File: src/rtl/spp_pkg.sv
package spp_pkg;

  localparam int TAP_W = 4;

  typedef enum logic [TAP_W-1:0] {
    TS_TLR = 4'd0,  TS_RTI = 4'd1,  TS_SDR = 4'd2,  TS_CDR = 4'd3,
    TS_SHD = 4'd4,  TS_E1D = 4'd5,  TS_PDR = 4'd6,  TS_E2D = 4'd7,
    TS_UDR = 4'd8,  TS_SIR = 4'd9,  TS_CIR = 4'd10, TS_SHI = 4'd11,
    TS_E1I = 4'd12, TS_PIR = 4'd13, TS_E2I = 4'd14, TS_UIR = 4'd15
  } tap_st_e;

  typedef enum logic [1:0] {
    PK_TLR = 2'd0, PK_RTI = 2'd1, PK_PDR = 2'd2, PK_PIR = 2'd3
  } park_kind_e;

  typedef enum logic [1:0] {
    LS_PARKED = 2'b00, LS_WAIT = 2'b01, LS_CONN = 2'b10
  } link_st_e;

  // TAP state the chain rests in for a given park kind
  function automatic tap_st_e rest_state(park_kind_e k);
    case (k)
      PK_RTI:  return TS_RTI;
      PK_PDR:  return TS_PDR;
      PK_PIR:  return TS_PIR;
      default: return TS_TLR;
    endcase
  endfunction

  // TAP state in which a waiting chain rejoins the bridge
  function automatic tap_st_e sync_state(park_kind_e k);
    case (k)
      PK_PDR:  return TS_PDR;
      PK_PIR:  return TS_PIR;
      default: return TS_RTI;
    endcase
  endfunction

endpackage

File: src/rtl/spp_target_match.sv
module spp_target_match
  import spp_pkg::*;
#(
  parameter bit SYNC_SIDE = 1'b1
) (
  input  park_kind_e             kind,
  input  logic [TAP_W-1:0]       tap_next,
  output logic                   hit
);

  generate
    if (SYNC_SIDE) begin : g_sync
      assign hit = (tap_next == sync_state(kind));
    end else begin : g_rest
      assign hit = (tap_next == rest_state(kind));
    end
  endgenerate

endmodule

File: src/rtl/spp_park_fsm.sv
module spp_park_fsm
  import spp_pkg::*;
(
  input  logic             tck,
  input  logic             trst_n,
  input  logic [TAP_W-1:0] tap_state,
  input  logic             req_park_tlr,
  input  logic             req_park_rti,
  input  logic             req_park_pdr,
  input  logic             req_park_pir,
  input  logic             req_unpark,
  input  logic             req_soft_rst,
  input  logic             sync_hit,
  input  logic             park_hit,
  output park_kind_e       eff_kind,
  output link_st_e         mode_q,
  output park_kind_e       kind_q
);

  logic       pend_q, pend_d, eff_valid;
  park_kind_e pkind_q, pkind_d, kind_d;
  link_st_e   mode_d;
  logic       force_tlr;

  assign force_tlr = (tap_state == TS_TLR) || req_soft_rst;

  // a fresh request overrides an older pending one
  always_comb begin
    eff_valid = pend_q;
    eff_kind  = pkind_q;
    if (req_park_rti) begin
      eff_valid = 1'b1;
      eff_kind  = PK_RTI;
    end else if (req_park_pdr) begin
      eff_valid = 1'b1;
      eff_kind  = PK_PDR;
    end else if (req_park_pir) begin
      eff_valid = 1'b1;
      eff_kind  = PK_PIR;
    end
  end

  always_comb begin
    mode_d  = mode_q;
    kind_d  = kind_q;
    pend_d  = pend_q;
    pkind_d = pkind_q;
    if (force_tlr) begin
      mode_d = LS_PARKED;
      kind_d = PK_TLR;
      pend_d = 1'b0;
    end else begin
      case (mode_q)
        LS_CONN: begin
          if (req_park_tlr) begin
            mode_d = LS_PARKED;
            kind_d = PK_TLR;
            pend_d = 1'b0;
          end else if (eff_valid) begin
            if (park_hit) begin
              mode_d = LS_PARKED;
              kind_d = eff_kind;
              pend_d = 1'b0;
            end else begin
              pend_d  = 1'b1;
              pkind_d = eff_kind;
            end
          end
        end
        LS_PARKED: if (req_unpark) mode_d = LS_WAIT;
        LS_WAIT:   if (sync_hit) mode_d = LS_CONN;
        default: begin
          mode_d = LS_PARKED;
          kind_d = PK_TLR;
          pend_d = 1'b0;
        end
      endcase
    end
  end

  always_ff @(negedge tck or negedge trst_n) begin
    if (!trst_n) begin
      mode_q  <= LS_PARKED;
      kind_q  <= PK_TLR;
      pend_q  <= 1'b0;
      pkind_q <= PK_TLR;
    end else begin
      mode_q  <= mode_d;
      kind_q  <= kind_d;
      pend_q  <= pend_d;
      pkind_q <= pkind_d;
    end
  end

  AST_TLR_PARKS: assert property (@(negedge tck) disable iff (!trst_n)
    (tap_state == TS_TLR) |=> (mode_q == LS_PARKED && kind_q == PK_TLR));

  AST_SOFT_PARKS: assert property (@(negedge tck) disable iff (!trst_n)
    req_soft_rst |=> (mode_q == LS_PARKED && kind_q == PK_TLR));

  AST_UNPARK_WAITS: assert property (@(negedge tck) disable iff (!trst_n)
    (mode_q == LS_PARKED && req_unpark && !force_tlr) |=> (mode_q == LS_WAIT));

  AST_SYNC_CONNECTS: assert property (@(negedge tck) disable iff (!trst_n)
    (mode_q == LS_WAIT && sync_hit && !force_tlr) |=> (mode_q == LS_CONN));

  AST_NO_DIRECT_CONN: assert property (@(negedge tck) disable iff (!trst_n)
    (mode_q == LS_PARKED) |=> (mode_q != LS_CONN));

  AST_PARKED_STAYS: assert property (@(negedge tck) disable iff (!trst_n)
    (mode_q == LS_PARKED && !req_unpark && !force_tlr) |=> (mode_q == LS_PARKED && $stable(kind_q)));

endmodule

File: src/rtl/sec_port_park_ctrl.sv
module sec_port_park_ctrl
  import spp_pkg::*;
(
  input  logic       tck,
  input  logic       trst_n,
  input  logic       bp_tms,
  input  logic [3:0] tap_state,
  input  logic [3:0] tap_next,
  input  logic       req_park_tlr,
  input  logic       req_park_rti,
  input  logic       req_park_pdr,
  input  logic       req_park_pir,
  input  logic       req_unpark,
  input  logic       req_soft_rst,
  output logic       lcl_tms,
  output logic [1:0] port_status
);

  link_st_e   mode_q;
  park_kind_e kind_q, eff_kind;
  logic       sync_hit, park_hit, hold_lvl;

  spp_target_match #(.SYNC_SIDE(1'b1)) u_sync_match (
    .kind     (kind_q),
    .tap_next (tap_next),
    .hit      (sync_hit)
  );

  spp_target_match #(.SYNC_SIDE(1'b0)) u_park_match (
    .kind     (eff_kind),
    .tap_next (tap_next),
    .hit      (park_hit)
  );

  spp_park_fsm u_fsm (
    .tck          (tck),
    .trst_n       (trst_n),
    .tap_state    (tap_state),
    .req_park_tlr (req_park_tlr),
    .req_park_rti (req_park_rti),
    .req_park_pdr (req_park_pdr),
    .req_park_pir (req_park_pir),
    .req_unpark   (req_unpark),
    .req_soft_rst (req_soft_rst),
    .sync_hit     (sync_hit),
    .park_hit     (park_hit),
    .eff_kind     (eff_kind),
    .mode_q       (mode_q),
    .kind_q       (kind_q)
  );

  // only a chain resting in Test-Logic-Reset sees a high level
  assign hold_lvl    = (mode_q == LS_PARKED) && (kind_q == PK_TLR);
  assign lcl_tms     = (mode_q == LS_CONN) ? bp_tms : hold_lvl;
  assign port_status = mode_q;

  AST_WAIT_LOW: assert property (@(posedge tck) disable iff (!trst_n)
    (port_status == LS_WAIT) |-> !lcl_tms);

  AST_STATUS_LEGAL: assert property (@(posedge tck) disable iff (!trst_n)
    port_status != 2'b11);

endmodule

File: config.mk
export PLATFORM = sky130hd
export DESIGN_NAME = sec_port_park_ctrl
export DESIGN_NICKNAME = d
export VERILOG_FILES = /design/src/rtl/spp_pkg.sv /design/src/rtl/spp_target_match.sv /design/src/rtl/spp_park_fsm.sv /design/src/rtl/sec_port_park_ctrl.sv
export SDC_FILE = /design/constraint.sdc
export NUM_CORES = 1
export LEC_CHECK = 0
export BUFFER_PORTS_ARGS = -buffer_cell sky130_fd_sc_hd__buf_2
export CAP_MARGIN = 30
export CORE_MARGIN = 3
export CORE_UTILIZATION = 26
export DETAILED_ROUTE_END_ITERATION = 8
export GPL_TIMING_DRIVEN = 0
export PLACE_DENSITY = 0.44
export SETUP_SLACK_MARGIN = 0.05
export SLEW_MARGIN = 10
export SYNTH_ARGS = -nofsm -noshare
export SYNTH_HDL_FRONTEND = slang
export SYNTH_SLANG_ARGS = --single-unit
export TNS_END_PERCENT = 5
File: constraint.sdc
create_clock -name tck -period 2.3 [get_ports tck]
set_clock_uncertainty 0.15 [all_clocks]
set_input_delay 0.345 -clock tck [delete_from_list [all_inputs] [get_ports tck]]
set_output_delay 0.345 -clock tck [all_outputs]
set_load 0.02 [all_outputs]
==> impl_metrics.env, run 1 <==
export IMPL_outcome="complete, but fails checks"
export IMPL_violations="setup timing"
export IMPL_cts_buffer_depth=2
export IMPL_drive_above_1_share_pct=48.0
export IMPL_routed_via_count=612
export IMPL_postLayoutCoreUtil_pct=39.8
export IMPL_grt_max_degree=11
export IMPL_port_buffers=18
export IMPL_slew_viol_final=0
export IMPL_hold_path_class="flip-flop to flip-flop"
export IMPL_drt_wl_total_um=1530
export IMPL_cp_top_family="flip-flops"
export IMPL_relSlewSlack_pct=75.5
export IMPL_holdWs_ns=0.300
export IMPL_dp_hpwl_um=1210
export IMPL_ant_nets=0
export IMPL_synth_edf_count=0
export IMPL_drt_pass1_iterations=4
export IMPL_setup_ws_ns=-0.478
export IMPL_drc=0
export IMPL_p_per_area_nw_per_um2=374
export IMPL_synth_seq_area_share_pct=28.3
export IMPL_drt_initial_drc_count=3
export IMPL_fp_row_count=17
export IMPL_core_area_um2=2230
export IMPL_avgSynthCellArea_um2=8.83
export IMPL_synth_ff_type="dfrtn_1"
export IMPL_yosys_register_bits=7
export IMPL_syn_num_nets=87
export IMPL_yosysWarningCount=0
export IMPL_final_common_cell="buf_2"
export IMPL_min_path_cells=1
export IMPL_htreeDepth=1
export IMPL_antenna_found_initial=0
export IMPL_crit_chain="nor3_2, a21oi_1, nor2_1, buf_4"
export IMPL_grt_pass1_wl_um=2390
export IMPL_cts_sinks=7
export IMPL_cp_start_kind="flip-flop"
export IMPL_clk_latency_ns=0.26
export IMPL_synth_area_um2=618
export IMPL_finalPower_uw=332
export IMPL_pin_count=20
export IMPL_rsz0062_at_grt="true"
export IMPL_antenna_cells=0
export IMPL_synth_cell_type_count=38
export IMPL_slowest_delay_ns=0.50
export IMPL_rr_worst_depth=5
export IMPL_critPathCaptureType="output port"
export IMPL_synth_async_reset_ratio_pct=100
export IMPL_cp_slowest_cell="dfrtn_1"
export IMPL_ir_drop_uv=328
export IMPL_required_ns=1.80
export IMPL_finalNetCount=116
export IMPL_root_buffer="clkbuf_4"
export IMPL_crit_fanout=6
export IMPL_hold_buffers=0
export IMPL_path_buf_inv=1
export IMPL_viasPerCell=4.86
export IMPL_setup_viol=10
export IMPL_tritoncts="yes"
export IMPL_first_global_vias=552
export IMPL_max_cap_violations=0
export IMPL_gp_congestion=0.661
export IMPL_cp_arrival_ns=2.28
export IMPL_die_y_um=54.8
export IMPL_syn2layout_area_growth_pct=43.7
export IMPL_gr_total_overflow=0
export IMPL_dieArea_um2=3000
export IMPL_wire_per_inst_um=12.1
export IMPL_track_usage_pct=11.2
export IMPL_layout_common_cells="13 x buf_2, 8 x buf_4, 7 x nor2_1, 7 x dfrtn_1, 5 x nand2_1"
export IMPL_cp_num_cells=4
export IMPL_synthCells=70
export IMPL_worst_slew_pin_slew_ns=0.362
export IMPL_path_class="flip-flop to output port"
export IMPL_p_leak_uw=0.000394
export IMPL_initial_core_util_pct=27.7
export IMPL_clkTransAtPathRegs_ns=0.04
export IMPL_hold_viol=0
export IMPL_cts_buffers=3
export IMPL_dieWidth_um=54.8
cell type report:
class | instances | area, um^2
plain buffers | 1 | 11.3
clock buffers | 4 | 26.3
fillers | 240 | 1350
inverters | 4 | 15.0
multi-input cells | 58 | 463
flip-flops and latches | 7 | 175
well taps | 28 | 35.0
repair buffers | 24 | 163
synth_stat cells (2+ instances only):
library cell	count	area [um^2]
nor2_1	7	26.3
nand2b_1	2	12.5
nand2_1	5	18.8
a21oi_1	3	15.0
o221ai_1	2	17.5
dfrtn_1	7	175
mux2i_1	2	20.0
nor3_1	4	20.0
nor4b_1	2	17.5
a311o_1	2	20.0
inv_1	4	15.0
a21o_1	3	22.5
or2_2	2	12.5
report_power, final:
part           switching (uW)  internal [uW]  leakage, uW
Combinational            47.7           45.7     0.000288
Clock                    42.8           66.0    0.0000150
Sequential               3.61            126    0.0000914
final timing paths:
path	from	end	slack, ns
setup / recovery	u_fsm.mode_q[1]$_DFFE_NN0P_	lcl_tms	-0.48
min in group asynchronous	trst_n	u_fsm.pkind_q[1]$_DFFE_NN0P_	0.80
hold reg to reg	u_fsm.pend_q$_DFFE_NN0P_	u_fsm.pend_q$_DFFE_NN0P_	0.30
setup reg to reg	u_fsm.mode_q[0]$_DFFE_NN0P_	u_fsm.pkind_q[0]$_DFFE_NN0P_	0.50
max in group asynchronous	trst_n	u_fsm.pend_q$_DFFE_NN0P_	1.02
hold / removal	u_fsm.pend_q$_DFFE_NN0P_	u_fsm.pend_q$_DFFE_NN0P_	0.30
registers in the layout (all words and copies together), names as in the netlist:
register	count
u_fsm.mode_q	2
u_fsm.pkind_q	2
u_fsm.pend_q	1
u_fsm.kind_q	2
cell families (layout without fill, tap and decap cells):
family / Yosys count / count (layout) / synth area share, %
simple gates: 35 / 35 / 34.2
compound gates: 20 / 20 / 28.5
flops: 7 / 7 / 28.3
buf+inv: 5 / 33 / 4.25
mux: 2 / 2 / 3.24
xor+xnor: 1 / 1 / 1.42
routing by layer:
layer	vias up	GRT usage, %	wire length [um]
li1	322	-	-
met1	284	14.8	756
met2	6	17.9	743
met3	0	0.817	27
met4	0	6.22	0
met5	-	0	0
through the flow:
step	setup slack, ns	std cells	area (um^2)	setup TNS (ns)
3_5_place_dp	-0.816	116	749	-5.54
3_3_place_gp	-0.810	116	749	-5.46
5_1_grt	-0.591	126	888	-4.45
2_1_floorplan	-0.570	70	624	-3.77
4_1_cts	-0.504	125	863	-4.26
6_report	-0.478	126	888	-3.85
timing repair:
| action | CTS | global route |
|---|---|---|
| hold endpoints to repair | 0 | 0 |
| buffers inserted | 5 | 1 |
| endpoints found under the setup margin | 10 | 10 |
| resized for setup | 13 | 3 |
| pin swaps | 7 | 3 |
| cloned | 0 | 0 |
Note: power is estimated with default switching activity, not from simulation.
==> inputs of run 2 (changes only) <==
- REMOVE_ABC_BUFFERS: default -> 1
==> run 2 against run 1 <==
Net effect: the run still ends with setup timing left; first-iteration DRC count decreased by 33%; via count decreased by 1.1%; hold slack got worse by 0.0012 ns; design area decreased by 2.0%; routed wire length increased by 0.13%; sequential power about the same; critical endpoint is now u_fsm.kind_q[1]$_DFFE_NN0P_; clock power decreased by 5%; count of clock-buffer cells in the layout unchanged; critical path depth increased by 2; register-to-register slack got worse by 0.03 ns; highest routed layer is now met4.
==> impl_metrics.env, run 2 (synthesis gave the netlist of run 1 again) <==
export IMPL_outcome="complete, but fails checks"
export IMPL_violations="setup timing"
export IMPL_min_path_cells=1
export IMPL_gr_total_overflow=0
export IMPL_drt_pass1_iterations=3
export IMPL_first_global_vias=591
export IMPL_cp_arrival_ns=1.71
export IMPL_slowest_delay_ns=0.57
export IMPL_dp_hpwl_um=1180
export IMPL_finalNetCount=115
export IMPL_slew_viol_final=0
export IMPL_reg2reg_slack_ns=0.47
export IMPL_antenna_found_initial=0
export IMPL_cts_buffers=3
export IMPL_fin_area_um2=871
export IMPL_reg2reg_from="u_fsm.pkind_q[1]$_DFFE_NN0P_"
export IMPL_dpl_cell_area_um2=737
export IMPL_tritoncts="yes"
export IMPL_grt_max_degree=11
export IMPL_drive_above_1_share_pct=46.4
export IMPL_rsz0062_at_grt="true"
export IMPL_cp_slowest_cell="or4_4"
export IMPL_relSlewSlack_pct=74.1
export IMPL_max_cap_violations=0
export IMPL_viasPerCell=4.84
export IMPL_p_leak_uw=0.000387
export IMPL_routed_via_count=605
export IMPL_cp_start_kind="input port"
export IMPL_antenna_cells=0
export IMPL_drc=0
export IMPL_clk_latency_ns=0.25
export IMPL_cts_buffer_depth=2
export IMPL_crit_chain="buf_2, or4_4, o21ai_2, nand2b_1, a311o_1, o41ai_2"
export IMPL_p_per_area_nw_per_um2=371
export IMPL_rr_worst_depth=5
export IMPL_setup_ws_ns=-0.485
export IMPL_path_class="input port to flip-flop"
export IMPL_pin_count=20
export IMPL_track_usage_pct=12.0
export IMPL_reg2reg_to="u_fsm.kind_q[1]$_DFFE_NN0P_"
export IMPL_htreeDepth=1
export IMPL_die_y_um=54.8
export IMPL_setup_viol=10
export IMPL_initial_core_util_pct=27.7
export IMPL_drt_initial_drc_count=2
export IMPL_required_ns=1.23
export IMPL_reg_top3="u_fsm.kind_q (2), u_fsm.mode_q (2), u_fsm.pkind_q (2)"
export IMPL_wire_per_inst_um=12.2
export IMPL_crit_fanout=10
export IMPL_clkTransAtPathRegs_ns=0.04
export IMPL_final_common_cell="buf_2"
export IMPL_grt_pass1_wl_um=2590
export IMPL_ir_drop_uv=200
export IMPL_postLayoutCoreUtil_pct=39.0
export IMPL_hold_path_class="flip-flop to flip-flop"
export IMPL_dieWidth_um=54.8
export IMPL_hold_viol=0
export IMPL_dpl_worst_slack_ns=-0.830
export IMPL_hold_buffers=0
export IMPL_root_buffer="clkbuf_4"
export IMPL_drt_wl_total_um=1530
export IMPL_layout_common_cells="14 x buf_2, 7 x nor2_1, 7 x buf_4, 7 x dfrtn_1, 5 x nand2_1"
export IMPL_syn2layout_area_growth_pct=40.9
export IMPL_hp_start="u_fsm.pend_q$_DFFE_NN0P_"
export IMPL_dieArea_um2=3000
export IMPL_fp_row_count=17
export IMPL_tns_ns=-3.72
export IMPL_worst_slew_pin_slew_ns=0.385
export IMPL_ant_nets=0
export IMPL_port_buffers=19
export IMPL_gp_congestion=0.664
export IMPL_core_area_um2=2230
export IMPL_min_to="u_fsm.pend_q$_DFFE_NN0P_"
export IMPL_critPathCaptureType="flip-flop"
export IMPL_cts_sinks=7
run 2: changes by cell type in the layout (fill, tap and decap cells not counted), sizes merged:
cell  delta
buf      -1
run 2: power by group:
| part | leakage (uW) | internal, uW | total (uW) | switching (uW) |
|---|---|---|---|---|
| logic | 0.000281 | 42.7 | 89.3 | 46.6 |
| clock network | 0.0000150 | 65.8 | 104 | 38.4 |
| registers | 0.0000914 | 126 | 130 | 3.30 |
| total | 0.000387 | 235 | 323 | 88.3 |
run 2: routing by layer:
metal | track usage, % | wire [um] | vias to the layer above
met4 | 6.22 | 9 | 0
li1 | - | - | 317
met5 | 0 | 0 | -
met3 | 0.817 | 30 | 2
met2 | 19.3 | 783 | 5
met1 | 16.0 | 705 | 281
run 2: worst max-delay path by stage:
stage	start	cells past startpoint	endpoint
final	req_park_rti	6	u_fsm.kind_q[1]$_DFFE_NN0P_
after global placement	req_park_pdr	6	u_fsm.mode_q[1]$_DFFE_NN0P_
after floorplan	req_park_pdr	5	u_fsm.mode_q[1]$_DFFE_NN0P_
after global routing	u_fsm.kind_q[0]$_DFFE_NN0P_	4	lcl_tms
after detailed placement	req_park_pdr	6	u_fsm.mode_q[1]$_DFFE_NN0P_
after CTS	req_park_pir	6	u_fsm.mode_q[1]$_DFFE_NN0P_
run 2: area by class of cell:
type | count | area (um^2)
sequential | 7 | 175
clock buffer | 4 | 26.3
inverter | 4 | 15.0
fill | 248 | 1360
tap | 28 | 35.0
timing repair buffer | 24 | 160
multi-input combinational | 58 | 459
run 2: repair_timing:
action / 4_1_cts / 5_1_grt
setup endpoints to repair: 10 / 10
gates resized for setup: 14 / 2
setup buffers: 3 / 2
pin swaps: 7 / 3
hold endpoints to repair: 0 / 0
run 2: worst max-delay path, delay by kind of cell:
kind	cells	cell delay (ns)
compound gates	3	0.56
simple gates	2	0.65
buf+inv	1	0.16
run 2: through the flow:
step / instances / power (uW) / hold slack [ns]
finish: 125 / 323 / 0.299
global route: 125 / 344 / 0.306
CTS: 123 / 329 / 0.299
detailed placement: 116 / 207 / 0.296
global placement: 116 / 207 / 0.292
floorplan: 69 / 174 / 0.261
